===== src/rtl/smb_mon_pkg.sv =====
// Shared constants for the SMBus timeout monitor: limit width and flag indices.
package smb_mon_pkg;
    localparam int LIMIT_W   = 16;
    localparam int NUM_FLAGS = 4;
    localparam int FL_HI     = 0;
    localparam int FL_MEXT   = 1;
    localparam int FL_SEXT   = 2;
    localparam int FL_LO     = 3;
endpackage


===== src/rtl/smb_cycle_accum.sv =====
// Saturating cycle accumulator with a limit compare.
// Adds one on each cycle with 'count' set. Returns to zero on 'clear', which wins
// over counting. 'hit' is high for the single cycle in which the counted cycle
// brings the sum to 'limit'. Assumes limit==0 means disabled.
module smb_cycle_accum #(
    parameter int W = smb_mon_pkg::LIMIT_W
) (
    input  logic         clk,
    input  logic         rst_n,
    input  logic         count,
    input  logic         clear,
    input  logic [W-1:0] limit,
    output logic         hit
);
    localparam logic [W-1:0] ONE = W'(1);

    logic [W-1:0] acc_q;
    logic         at_max;

    assign at_max = &acc_q;

    // Sum counted cycles; reset at boundaries; hold at the top value.
    always_ff @(posedge clk) begin
        if (!rst_n)                acc_q <= '0;
        else if (clear)            acc_q <= '0;
        else if (count && !at_max) acc_q <= acc_q + ONE;
    end

    // Limit reached on this counted cycle.
    assign hit = count && !clear && (limit != '0) && (acc_q == limit - ONE);

    // a boundary empties the sum
    a_r5_clear_empties: assert property (@(posedge clk) disable iff (!rst_n)
        clear |=> (acc_q == '0));
    // saturated sum never wraps
    a_r4_no_wrap: assert property (@(posedge clk) disable iff (!rst_n)
        (at_max && !clear) |=> at_max);
endmodule


===== src/rtl/smb_sticky_flag.sv =====
// Sticky status bit: set by 'set', cleared by the one-cycle 'clr' strobe.
// Set wins when both arrive in the same cycle.
module smb_sticky_flag (
    input  logic clk,
    input  logic rst_n,
    input  logic set,
    input  logic clr,
    output logic q
);
    // Hold the flag until cleared; set has priority.
    always_ff @(posedge clk) begin
        if (!rst_n)   q <= 1'b0;
        else if (set) q <= 1'b1;
        else if (clr) q <= 1'b0;
    end

    // without a clear, the flag stays up
    a_r9_sticky: assert property (@(posedge clk) disable iff (!rst_n)
        (q && !clr) |=> q);
endmodule


===== src/rtl/smb_timeout_mon.sv =====
// SMBus bus timeout monitor (top).
// Uses three accumulators: bus-free high time, per-byte master stretch and
// per-message slave stretch. Also keeps sticky flags, a busy bit and an abort
// request. Assumes scl_in/sda_in are already synchronized and the event strobes
// are one-cycle pulses from the controller.
module smb_timeout_mon #(
    parameter int LIM_W = smb_mon_pkg::LIMIT_W
) (
    input  logic             clk,
    input  logic             rst_n,
    input  logic             scl_in,
    input  logic             sda_in,
    input  logic             start_evt,
    input  logic             stop_evt,
    input  logic             ack_evt,
    input  logic             master_mode,
    input  logic             self_stretch,
    input  logic [LIM_W-1:0] hi_limit,
    input  logic [LIM_W-1:0] mext_limit,
    input  logic [LIM_W-1:0] sext_limit,
    input  logic             clr_hi,
    input  logic             clr_mext,
    input  logic             clr_sext,
    input  logic             clr_lo,
    output logic             hi_flag,
    output logic             mext_flag,
    output logic             sext_flag,
    output logic             lo_flag,
    output logic             busy,
    output logic             hi_busy,
    output logic             abort_req
);
    import smb_mon_pkg::*;

    logic lines_high, stretching;
    logic hi_hit, mext_hit, sext_hit;
    logic [NUM_FLAGS-1:0] f_set, f_clr, f_q;

    assign lines_high = scl_in && sda_in;
    assign stretching = !scl_in && self_stretch;

    smb_cycle_accum #(.W(LIM_W)) u_hi_acc (
        .clk(clk), .rst_n(rst_n),
        .count(lines_high), .clear(!lines_high),
        .limit(hi_limit), .hit(hi_hit));

    smb_cycle_accum #(.W(LIM_W)) u_mext_acc (
        .clk(clk), .rst_n(rst_n),
        .count(stretching && master_mode),
        .clear(start_evt || ack_evt || stop_evt),
        .limit(mext_limit), .hit(mext_hit));

    smb_cycle_accum #(.W(LIM_W)) u_sext_acc (
        .clk(clk), .rst_n(rst_n),
        .count(stretching && !master_mode),
        .clear(start_evt || stop_evt),
        .limit(sext_limit), .hit(sext_hit));

    // Route set and clear causes to each flag slot.
    always_comb begin
        f_set          = '0;
        f_clr          = '0;
        f_set[FL_HI]   = hi_hit;
        f_set[FL_MEXT] = mext_hit;
        f_set[FL_SEXT] = sext_hit;
        f_set[FL_LO]   = mext_hit || sext_hit;
        f_clr[FL_HI]   = clr_hi;
        f_clr[FL_MEXT] = clr_mext;
        f_clr[FL_SEXT] = clr_sext;
        f_clr[FL_LO]   = clr_lo;
    end

    for (genvar i = 0; i < NUM_FLAGS; i++) begin : g_flag
        smb_sticky_flag u_flag (
            .clk(clk), .rst_n(rst_n),
            .set(f_set[i]), .clr(f_clr[i]), .q(f_q[i]));
    end

    assign hi_flag   = f_q[FL_HI];
    assign mext_flag = f_q[FL_MEXT];
    assign sext_flag = f_q[FL_SEXT];
    assign lo_flag   = f_q[FL_LO];

    // Bus occupancy between START and STOP; START wins on a tie.
    always_ff @(posedge clk) begin
        if (!rst_n)         busy <= 1'b0;
        else if (start_evt) busy <= 1'b1;
        else if (stop_evt)  busy <= 1'b0;
    end

    assign hi_busy = busy && hi_flag;

    // Ask for STOP at a byte boundary once a low timeout is pending.
    always_ff @(posedge clk) begin
        if (!rst_n)                                   abort_req <= 1'b0;
        else if (stop_evt)                            abort_req <= 1'b0;
        else if (ack_evt && master_mode && lo_flag)   abort_req <= 1'b1;
    end

    // bus-free flag rises only after a high cycle
    a_r2_hi_needs_high: assert property (@(posedge clk) disable iff (!rst_n)
        $rose(hi_flag) |-> $past(scl_in && sda_in));
    // a zero high limit keeps the flag down
    a_r8_hi_zero_off: assert property (@(posedge clk) disable iff (!rst_n)
        (hi_limit == '0 && !hi_flag) |=> !hi_flag);
    // START marks the bus busy
    a_r3_busy_on_start: assert property (@(posedge clk) disable iff (!rst_n)
        start_evt |=> busy);
    // master extension only from master stretching
    a_r7_mext_master: assert property (@(posedge clk) disable iff (!rst_n)
        $rose(mext_flag) |-> $past(master_mode && self_stretch && !scl_in));
    // slave extension only from slave stretching
    a_r7_sext_slave: assert property (@(posedge clk) disable iff (!rst_n)
        $rose(sext_flag) |-> $past(!master_mode && self_stretch && !scl_in));
    // either extension flag rising brings the combined flag
    a_r7_lo_follows: assert property (@(posedge clk) disable iff (!rst_n)
        ($rose(mext_flag) || $rose(sext_flag)) |-> lo_flag);
    // abort rises only from a master ACK boundary
    a_r10_abort_cause: assert property (@(posedge clk) disable iff (!rst_n)
        $rose(abort_req) |-> $past(ack_evt && master_mode));
endmodule


===== config.mk =====
export PLATFORM = sky130hd
export DESIGN_NAME = smb_timeout_mon
export DESIGN_NICKNAME = d
export VERILOG_FILES = /design/src/rtl/smb_mon_pkg.sv /design/src/rtl/smb_cycle_accum.sv /design/src/rtl/smb_sticky_flag.sv /design/src/rtl/smb_timeout_mon.sv
export SDC_FILE = /design/constraint.sdc
export NUM_CORES = 1
export LEC_CHECK = 0
export BUFFER_PORTS_ARGS = -buffer_cell sky130_fd_sc_hd__buf_4
export CAP_MARGIN = 10
export CELL_PAD_IN_SITES_DETAIL_PLACEMENT = 1
export CELL_PAD_IN_SITES_GLOBAL_PLACEMENT = 1
export CORE_ASPECT_RATIO = 2
export CORE_MARGIN = 3
export CORE_UTILIZATION = 45
export CTS_BUF_LIST = sky130_fd_sc_hd__clkbuf_16
export DETAILED_ROUTE_END_ITERATION = 12
export GPL_ROUTABILITY_DRIVEN = 0
export HOLD_SLACK_MARGIN = 0.02
export PLACE_DENSITY = 0.88
export SLEW_MARGIN = 30
export SYNTH_ARGS = -nofsm -noshare
export SYNTH_HDL_FRONTEND = slang
export SYNTH_SLANG_ARGS = --single-unit

===== constraint.sdc =====
create_clock -name clk -period 6.6 [get_ports clk]
set_clock_uncertainty 0.2 [all_clocks]
set_input_delay 0.66 -clock clk [delete_from_list [all_inputs] [get_ports clk]]
set_output_delay 0.66 -clock clk [all_outputs]
set_load 0.01 [all_outputs]

==> impl_results.md, run 1 <==
- Synthesized netlist cell count: 505
- Drt via density: 5.93
- Critical path arrival: 2.82 ns
- Synth-to-Final Area Change: 18.5%
- Clock Sinks: 54
- Area leader, netlist: dfxtp_1
- Synth cell count leaders: 61 x nor2_1, 54 x dfxtp_1, 53 x xnor2_1
- Post-synthesis cell type count: 55
- RSZ-0062 raised after global routing: false
- CP Class: in -> reg
- Top post-synthesis cells by area: dfxtp_1 27%, xnor2_1 12%, xor2_1 9.0%
- Setup crit start kind: input pin
- Vias in the first global route: 4233
- CP required: 6.64 ns
- Number of synthesized register bits: 54
- CTS hold repair buffers: 0
- Slew of the pin with the lowest slew margin: 0.659 ns
- Min Clock Period, post-route: 2.78 ns
- Site row count: 47
- # resized after CTS: 0
- Routed Antenna Nets: 0
- Diode count: 0
- Clock transition at the registers of the reported paths: 0.07 ns
- Ratio of cells with drive above 1 in the final layout: 15.2%
- Worst hold path type: reg -> reg
- DR pass1 iterations: 4
- CTS Buf Count: 5
- Dominant synthesized flop cell: dfxtp_1
- Residual DRC count: 0
- Clk root buf: clkbuf_16
- Remaining global-route overflow: 0
- Peak supply drop: 0.118 mV
- Syn Std Cell Area: 3970 µm²
- Setup TNS: 0 ns
- Max Cap Viol: 0
- Post-synth EDFFs: 0
- WL/cell: 18.5 µm
- Starting DRT DRC Count: 129
- Worst Hold Launch: u_mext_acc.acc_q[11]$_SDFFE_PP0P_
- Vias: 3923
- Post-synth top area share: 27.2%
- Overall die width: 72.5 µm
- RR Startpoint: u_sext_acc.acc_q[7]$_SDFFE_PP0P_
- Initial Utilization: 47.3%
- Power per standard cell area: 156 nW/µm²
- First-pass GRT wire length: 20.2 mm
- TritonCTS clock tree: done
- Average size of a mapped cell: 7.87 µm²
- Post-CTS setup buffer count: 0
- P_leak: 1.65 nW
- Clk buf depth: 2
- Initial antenna violation count: 0
- Pwr Total: 0.735 mW
- Setup crit start: sext_limit[0]
- Post-synthesis sequential area ratio: 27.2%
- Setup-failing EPs final: 0
- Max frequency: 360 MHz
- CP Capture Type: flop
- Syn_nets: 572
- Nets: 630
- H-tree levels: 2
- Synth Warn #: 0
- Crit Path Max Fanout: 5
- Async S/R FF share, synth: 0%
- # port buffers: 67
- Hpwl dp: 9.84 mm
- Core area: 8410 µm²
- Die height: 139 µm
- Count leader, synth: nor2_1
- Clock latency on the worst-skew pair: 0.29 ns
- I/O pins: 68
- Slew margin rel.: 56.0%
- GRT Total Usage: 25.0%
- Die area: 10100 µm²
- Crit share post-route: 42.1%
- Largest net degree at the start of global routing: 18
- Status: complete, no violations
- Final hold vios: 0
- Pins Over Slew Limit: 0
- DRT Wirelength: 12.2 mm
registers in the layout, indices dropped and copies added (netlist names):
register          count
abort_req             1
busy                  1
g_flag.u_flag.q       4
u_hi_acc.acc_q       16
u_mext_acc.acc_q     16
u_sext_acc.acc_q     16
power by group:
part           switching (mW)  internal (mW)  total, mW
combinational          0.0555         0.0513      0.107
clock                   0.121          0.179      0.300
sequential            0.00104          0.326      0.327
total                   0.178          0.557      0.735
layout make-up:
cell class / instances / area (µm²)
clock inverter: 3 / 42.5
multi-input combinational: 422 / 2790
tap: 98 / 123
fill: 1061 / 3700
timing repair buffer: 67 / 503
clock buffer: 5 / 125
inverter: 13 / 48.8
sequential: 54 / 1080
layout by cell type, fill, tap and decap left out, types with 12 or more instances in the layout:
cell and n:
nand4_1 18, nor2_1 61, nor2b_1 13, o21ai_0 15
buf_4 67, inv_1 13, nand2_1 37, xnor2_1 53
a21oi_1 12, dfxtp_1 54, nor3_1 22, nand3_1 29
xor2_1 41
worst paths after layout:
check             cells after the start                                 to  slack, ns
setup / recovery                     10    g_flag[3].u_flag.q$_SDFFE_PN0P_       3.82
setup reg to reg                      7  u_sext_acc.acc_q[15]$_SDFFE_PP0P_       4.08
hold / removal                        2  u_mext_acc.acc_q[11]$_SDFFE_PP0P_       0.33
hold reg to reg                       2  u_mext_acc.acc_q[11]$_SDFFE_PP0P_       0.33
routing by layer:
| metal | part of all wire, % | global-route usage [%] | vias to the layer above |
|---|---|---|---|
| li1 | - | - | 1916 |
| met4 | 3.5 | 10.0 | 0 |
| met3 | 2.7 | 2.98 | 27 |
| met2 | 58 | 49.7 | 86 |
| met1 | 35 | 24.5 | 1894 |
| met5 | 0 | 0 | - |
kinds of logic after synthesis:
| family | after synthesis | synth area share (%) |
|---|---|---|
| DFF | 54 | 27.2 |
| AOI/OAI and AO/OA | 66 | 11.3 |
| muxes | 12 | 3.05 |
| buffers and inverters | 29 | 2.80 |
| xor gates and xnor gates | 94 | 20.7 |
| and+or+nand+nor | 244 | 33.0 |
| adders and majority gates | 6 | 1.89 |
through the flow:
step / setup slack [ns] / instances / area, µm² / utilization, % / hold WS, ns
6_report: 3.82 / 662 / 4710 / 56.0 / 0.332
4_1_cts: 3.76 / 662 / 4700 / 55.9 / 0.343
2_1_floorplan: 4.04 / 505 / 3970 / - / 0.279
3_5_place_dp: 3.46 / 654 / 4540 / 54.0 / 0.331
5_1_grt: 3.61 / 662 / 4710 / 56.0 / 0.357
3_3_place_gp: 3.48 / 654 / 4540 / 54.0 / 0.302
worst max-delay path: stages:
cell	delay (ns)
buf_4	0.12
inv_1	0.04
ha_1	0.29
xor2_1	0.15
nand3_1	0.11
or4_1	0.52
nor4_1	0.22
o2111ai_1	0.17
nor4_2	0.35
o31a_1	0.19
Power figures use the tool's default switching activity.
==> run 2, diff against run 1 <==
--- a/config.mk
+++ b/config.mk
@@ -5,18 +5,19 @@
 export SDC_FILE = /design/constraint.sdc
 export NUM_CORES = 1
 export LEC_CHECK = 0
+export ABC_AREA = 1
 export BUFFER_PORTS_ARGS = -buffer_cell sky130_fd_sc_hd__buf_4
 export CAP_MARGIN = 10
 export CELL_PAD_IN_SITES_DETAIL_PLACEMENT = 1
 export CELL_PAD_IN_SITES_GLOBAL_PLACEMENT = 1
 export CORE_ASPECT_RATIO = 2
 export CORE_MARGIN = 3
-export CORE_UTILIZATION = 45
+export CORE_UTILIZATION = 40
 export CTS_BUF_LIST = sky130_fd_sc_hd__clkbuf_16
 export DETAILED_ROUTE_END_ITERATION = 12
 export GPL_ROUTABILITY_DRIVEN = 0
 export HOLD_SLACK_MARGIN = 0.02
-export PLACE_DENSITY = 0.88
+export PLACE_DENSITY = 0.83
 export SLEW_MARGIN = 30
 export SYNTH_ARGS = -nofsm -noshare
 export SYNTH_HDL_FRONTEND = slang
==> constraint.sdc (replaced) <==
create_clock -name clk -period 2.71 [get_ports clk]
set_clock_uncertainty 0.2 [all_clocks]
set_input_delay 0.271 -clock clk [delete_from_list [all_inputs] [get_ports clk]]
set_output_delay 0.271 -clock clk [all_outputs]
set_load 0.01 [all_outputs]
==> run 2 against run 1 <==
Net effect:
- total power increased to 2.5 times the previous value
- non-clock buffer count rose by 7
- global-route usage fell by 0.38 points
- flip-flop and latch count unchanged
- synthesized cell count up 65%
- design area is 21% higher
- area after synthesis up 22%
- clock-buffer cell count is the same
- die area increased by 35%
- largest cell class unchanged
- critical path depth is 3 lower
==> impl_results.md, run 2 <==
- Status: complete, no violations
- DRT Wirelength: 16.6 mm (+36%)
- Largest registers: u_hi_acc.acc_q x16, u_mext_acc.acc_q x16, u_sext_acc.acc_q x16
- Slew margin rel.: 65.9% (+9.9 points)
- RSZ-0062 raised after global routing: false
- Crit path buf inv count: 3 (+1)
- Cell breakdown of the critical path: dlygate4sd3_1 -> buf_4 -> nor2_1 -> nand2_1 -> nor2_1 -> inv_1 -> a211oi_1
- Cells on worst reg2reg path: 9 (+2)
- Setup TNS: 0 ns (unchanged)
- Critical path arrival: 2.45 ns (-0.37 ns)
- Routed Antenna Nets: 0 (unchanged)
- Final hold vios: 0 (unchanged)
- CTS Buf Count: 5 (unchanged)
- TritonCTS clock tree: done
- CP required: 2.72 ns (-3.92 ns)
- Area leader, netlist: dfxtp_1
- Drt via density: 5.35 (-9.7%)
- Overall die width: 83.8 µm (+16%)
- Post-synth EDFFs: 0 (unchanged)
- Most frequent cells in the layout: 247 x nand2_1, 117 x inv_1, 105 x nor2_1, 72 x buf_4, 69 x nand3_1
- Crit share post-route: 90.1%
- Hold path cells: 4 (+2)
- Clock latency on the worst-skew pair: 0.30 ns (about the same)
- Hpwl dp: 14.1 mm (+43%)
- Remaining global-route overflow: 0 (unchanged)
- Setup-failing EPs final: 0 (unchanged)
- Clk root buf: clkbuf_16
- Async S/R FF share, synth: 0% (unchanged)
- Psw: 0.504 mW (+180%)
- Post-synthesis sequential area ratio: 22.3% (-4.9 points)
- GRT Total Usage: 24.6% (-0.38 points)
- Internal power: 1.36 mW (+140%)
- Vias: 5625 (+43%)
- CP most frequent cell: nor2_1
- Diode count: 0 (unchanged)
- Synth Warn #: 0 (unchanged)
- Filler instances: 1693 (+60%)
- Syn Std Cell Area: 4840 µm² (+22%)
- Worst path depth: 7 (-3)
- I/O pins: 68 (unchanged)
- Residual DRC count: 0 (unchanged)
- Post-CTS setup buffer count: 0 (unchanged)
- Peak supply drop: 0.283 mV (+140%)
- Crit-path slowest cell: dlygate4sd3_1
- CP Capture Type: flop
- Dominant synthesized flop cell: dfxtp_1
- Power per standard cell area: 328 nW/µm² (+110%)
- Initial Utilization: 41.1% (-6.1 points)
- Slew of the pin with the lowest slew margin: 0.507 ns (-0.152 ns)
- Setup crit start kind: input pin
- Die height: 162 µm (+16%)
- Gate power share: 17.4% (+2.9 points)
- Crit Path Max Fanout: 12 (+7)
- Core area: 11800 µm² (+40%)
- Sequential fraction of design power: 42.7% (-1.9 points)
- Clock network power share: 39.9% (-1.0 points)
- DR pass1 iterations: 4 (unchanged)
- Post-synth top area share: 22.3% (-4.9 points)
- Number of synthesized register bits: 54 (unchanged)
- Max frequency: 410 MHz
- Average size of a mapped cell: 5.80 µm² (-26%)
- Initial antenna violation count: 0 (unchanged)
- Site row count: 56 (+19%)
- Synth-to-Final Area Change: 17.4%
- Clock Sinks: 54 (unchanged)
- Count leader, synth: nand2_1
- Ratio of cells with drive above 1 in the final layout: 12.6% (-2.7 points)
- Largest stage delay, worst path: 0.55 ns (+0.03 ns)
- Starting DRT DRC Count: 170 (+32%)
- WL/cell: 15.8 µm (-14%)
- Clock transition at the registers of the reported paths: 0.07 ns (about the same)
- Most common cell after layout, fill and taps aside: nand2_1
- Switching power share of the total: 27.0% (+2.8 points)
- Synthesized netlist cell count: 834 (+65%)
- Pins Over Slew Limit: 0 (unchanged)
- Vias in the first global route: 6042 (+43%)
- Pwr Total: 1.86 mW (+150%)
- Nets: 972 (+54%)
- Top post-synthesis cells by area: dfxtp_1 22%, nand2_1 19%, inv_1 8.9%
- Worst hold path type: in -> reg
- Min Clock Period, post-route: 2.44 ns
- Synth cell count leaders: 247 x nand2_1, 115 x inv_1, 105 x nor2_1
- Post-synthesis cell type count: 40 (-27%)
- H-tree levels: 2 (unchanged)
- # port buffers: 67 (unchanged)
- Clk buf depth: 2 (unchanged)
- Syn_nets: 901 (+58%)
- Max Cap Viol: 0 (unchanged)
- First-pass GRT wire length: 27.3 mm (+35%)
- Largest net degree at the start of global routing: 16 (-2)
- Crit-path leading delay family: buffers and inverters
- Die area: 13500 µm² (+35%)
- Core Util, Final: 48.3% (-7.7 points)
- P_leak: 2.40 nW (+46%)
- CP Class: in -> reg
[run 2: cell families (layout without fill, tap and decap cells)]
group                      Yosys count  count (layout)  synth area share, %
AOI/OAI and AO/OA                   81              81                 8.95
xor gates and xnor gates            50              50                 9.33
adders and majority gates            6               6                 1.55
buffers and inverters              132             204                 10.8
DFF                                 54              54                 22.3
and+or+nand+nor                    511             511                 47.0
[run 2: repair_timing]
item / 4_1_cts / 5_1_grt
setup endpoints to repair: 0 / 0
resized for setup: 0 / 0
hold buffers: 2 / 0
endpoints found under the hold margin: 2 / 0
[run 2: power by group through the flow]
stage               logic (mW)  registers, mW  clock network, mW
floorplan                0.171          0.815                  0
global placement         0.308          0.815                  0
detailed placement       0.322          0.816                  0
CTS                      0.327          0.797              0.755
global route             0.364          0.797              0.789
finish                   0.324          0.797              0.743
[run 2: stage by stage]
stage                     setup slack [ns]  std cells  instance area, µm²  hold slack, ns
after floorplan                      0.901        834                4840           0.149
after CTS                            0.359       1051                5680          0.0257
after global routing                 0.147       1051                5680          0.0395
after global placement               0.562       1041                5500           0.256
after detailed placement             0.514       1041                5500           0.265
final                                0.269       1051                5680          0.0218
[run 2: path summary, 6_finish.rpt]
check / start / endpoint / slack, ns
worst max-delay path: start_evt / u_mext_acc.acc_q[12]$_SDFFE_PP0P_ / 0.27
worst min register to register: g_flag[2].u_flag.q$_SDFFE_PN0P_ / g_flag[2].u_flag.q$_SDFFE_PN0P_ / 0.27
worst min-delay path: clr_hi / g_flag[0].u_flag.q$_SDFFE_PN0P_ / 0.02
worst max register to register: u_mext_acc.acc_q[3]$_SDFFE_PP0P_ / u_mext_acc.acc_q[13]$_SDFFE_PP0P_ / 0.55
[run 2: worst register-to-register path, delay by kind of cell (launching register included)]
family | cells | cell delay (ns)
flip-flops | 1 | 0.52
AND/OR/NAND/NOR | 8 | 1.25
AO/OA/AOI/OAI | 1 | 0.05
[run 2: metal layers]
metal	vias up	part of all wire (%)	track usage (%)	wire, µm
met5	-	0	0	0
met4	0	4.3	11.0	720
met3	52	2.4	2.35	392
met2	117	58	52.1	9660
met1	2676	35	22.3	5820
li1	2780	-	-	-
[run 2: final cells by class]
cell class	instances	area (µm²)	share of cell area, %
Sequential cell	54	1080	19.0
Multi-Input combinational cell	648	3240	56.9
Timing Repair Buffer	74	561	9.87
Clock buffer	5	125	2.20
Tap cell	145	181	3.19
Clock inverter	3	37.5	0.661
Inverter	122	460	8.10
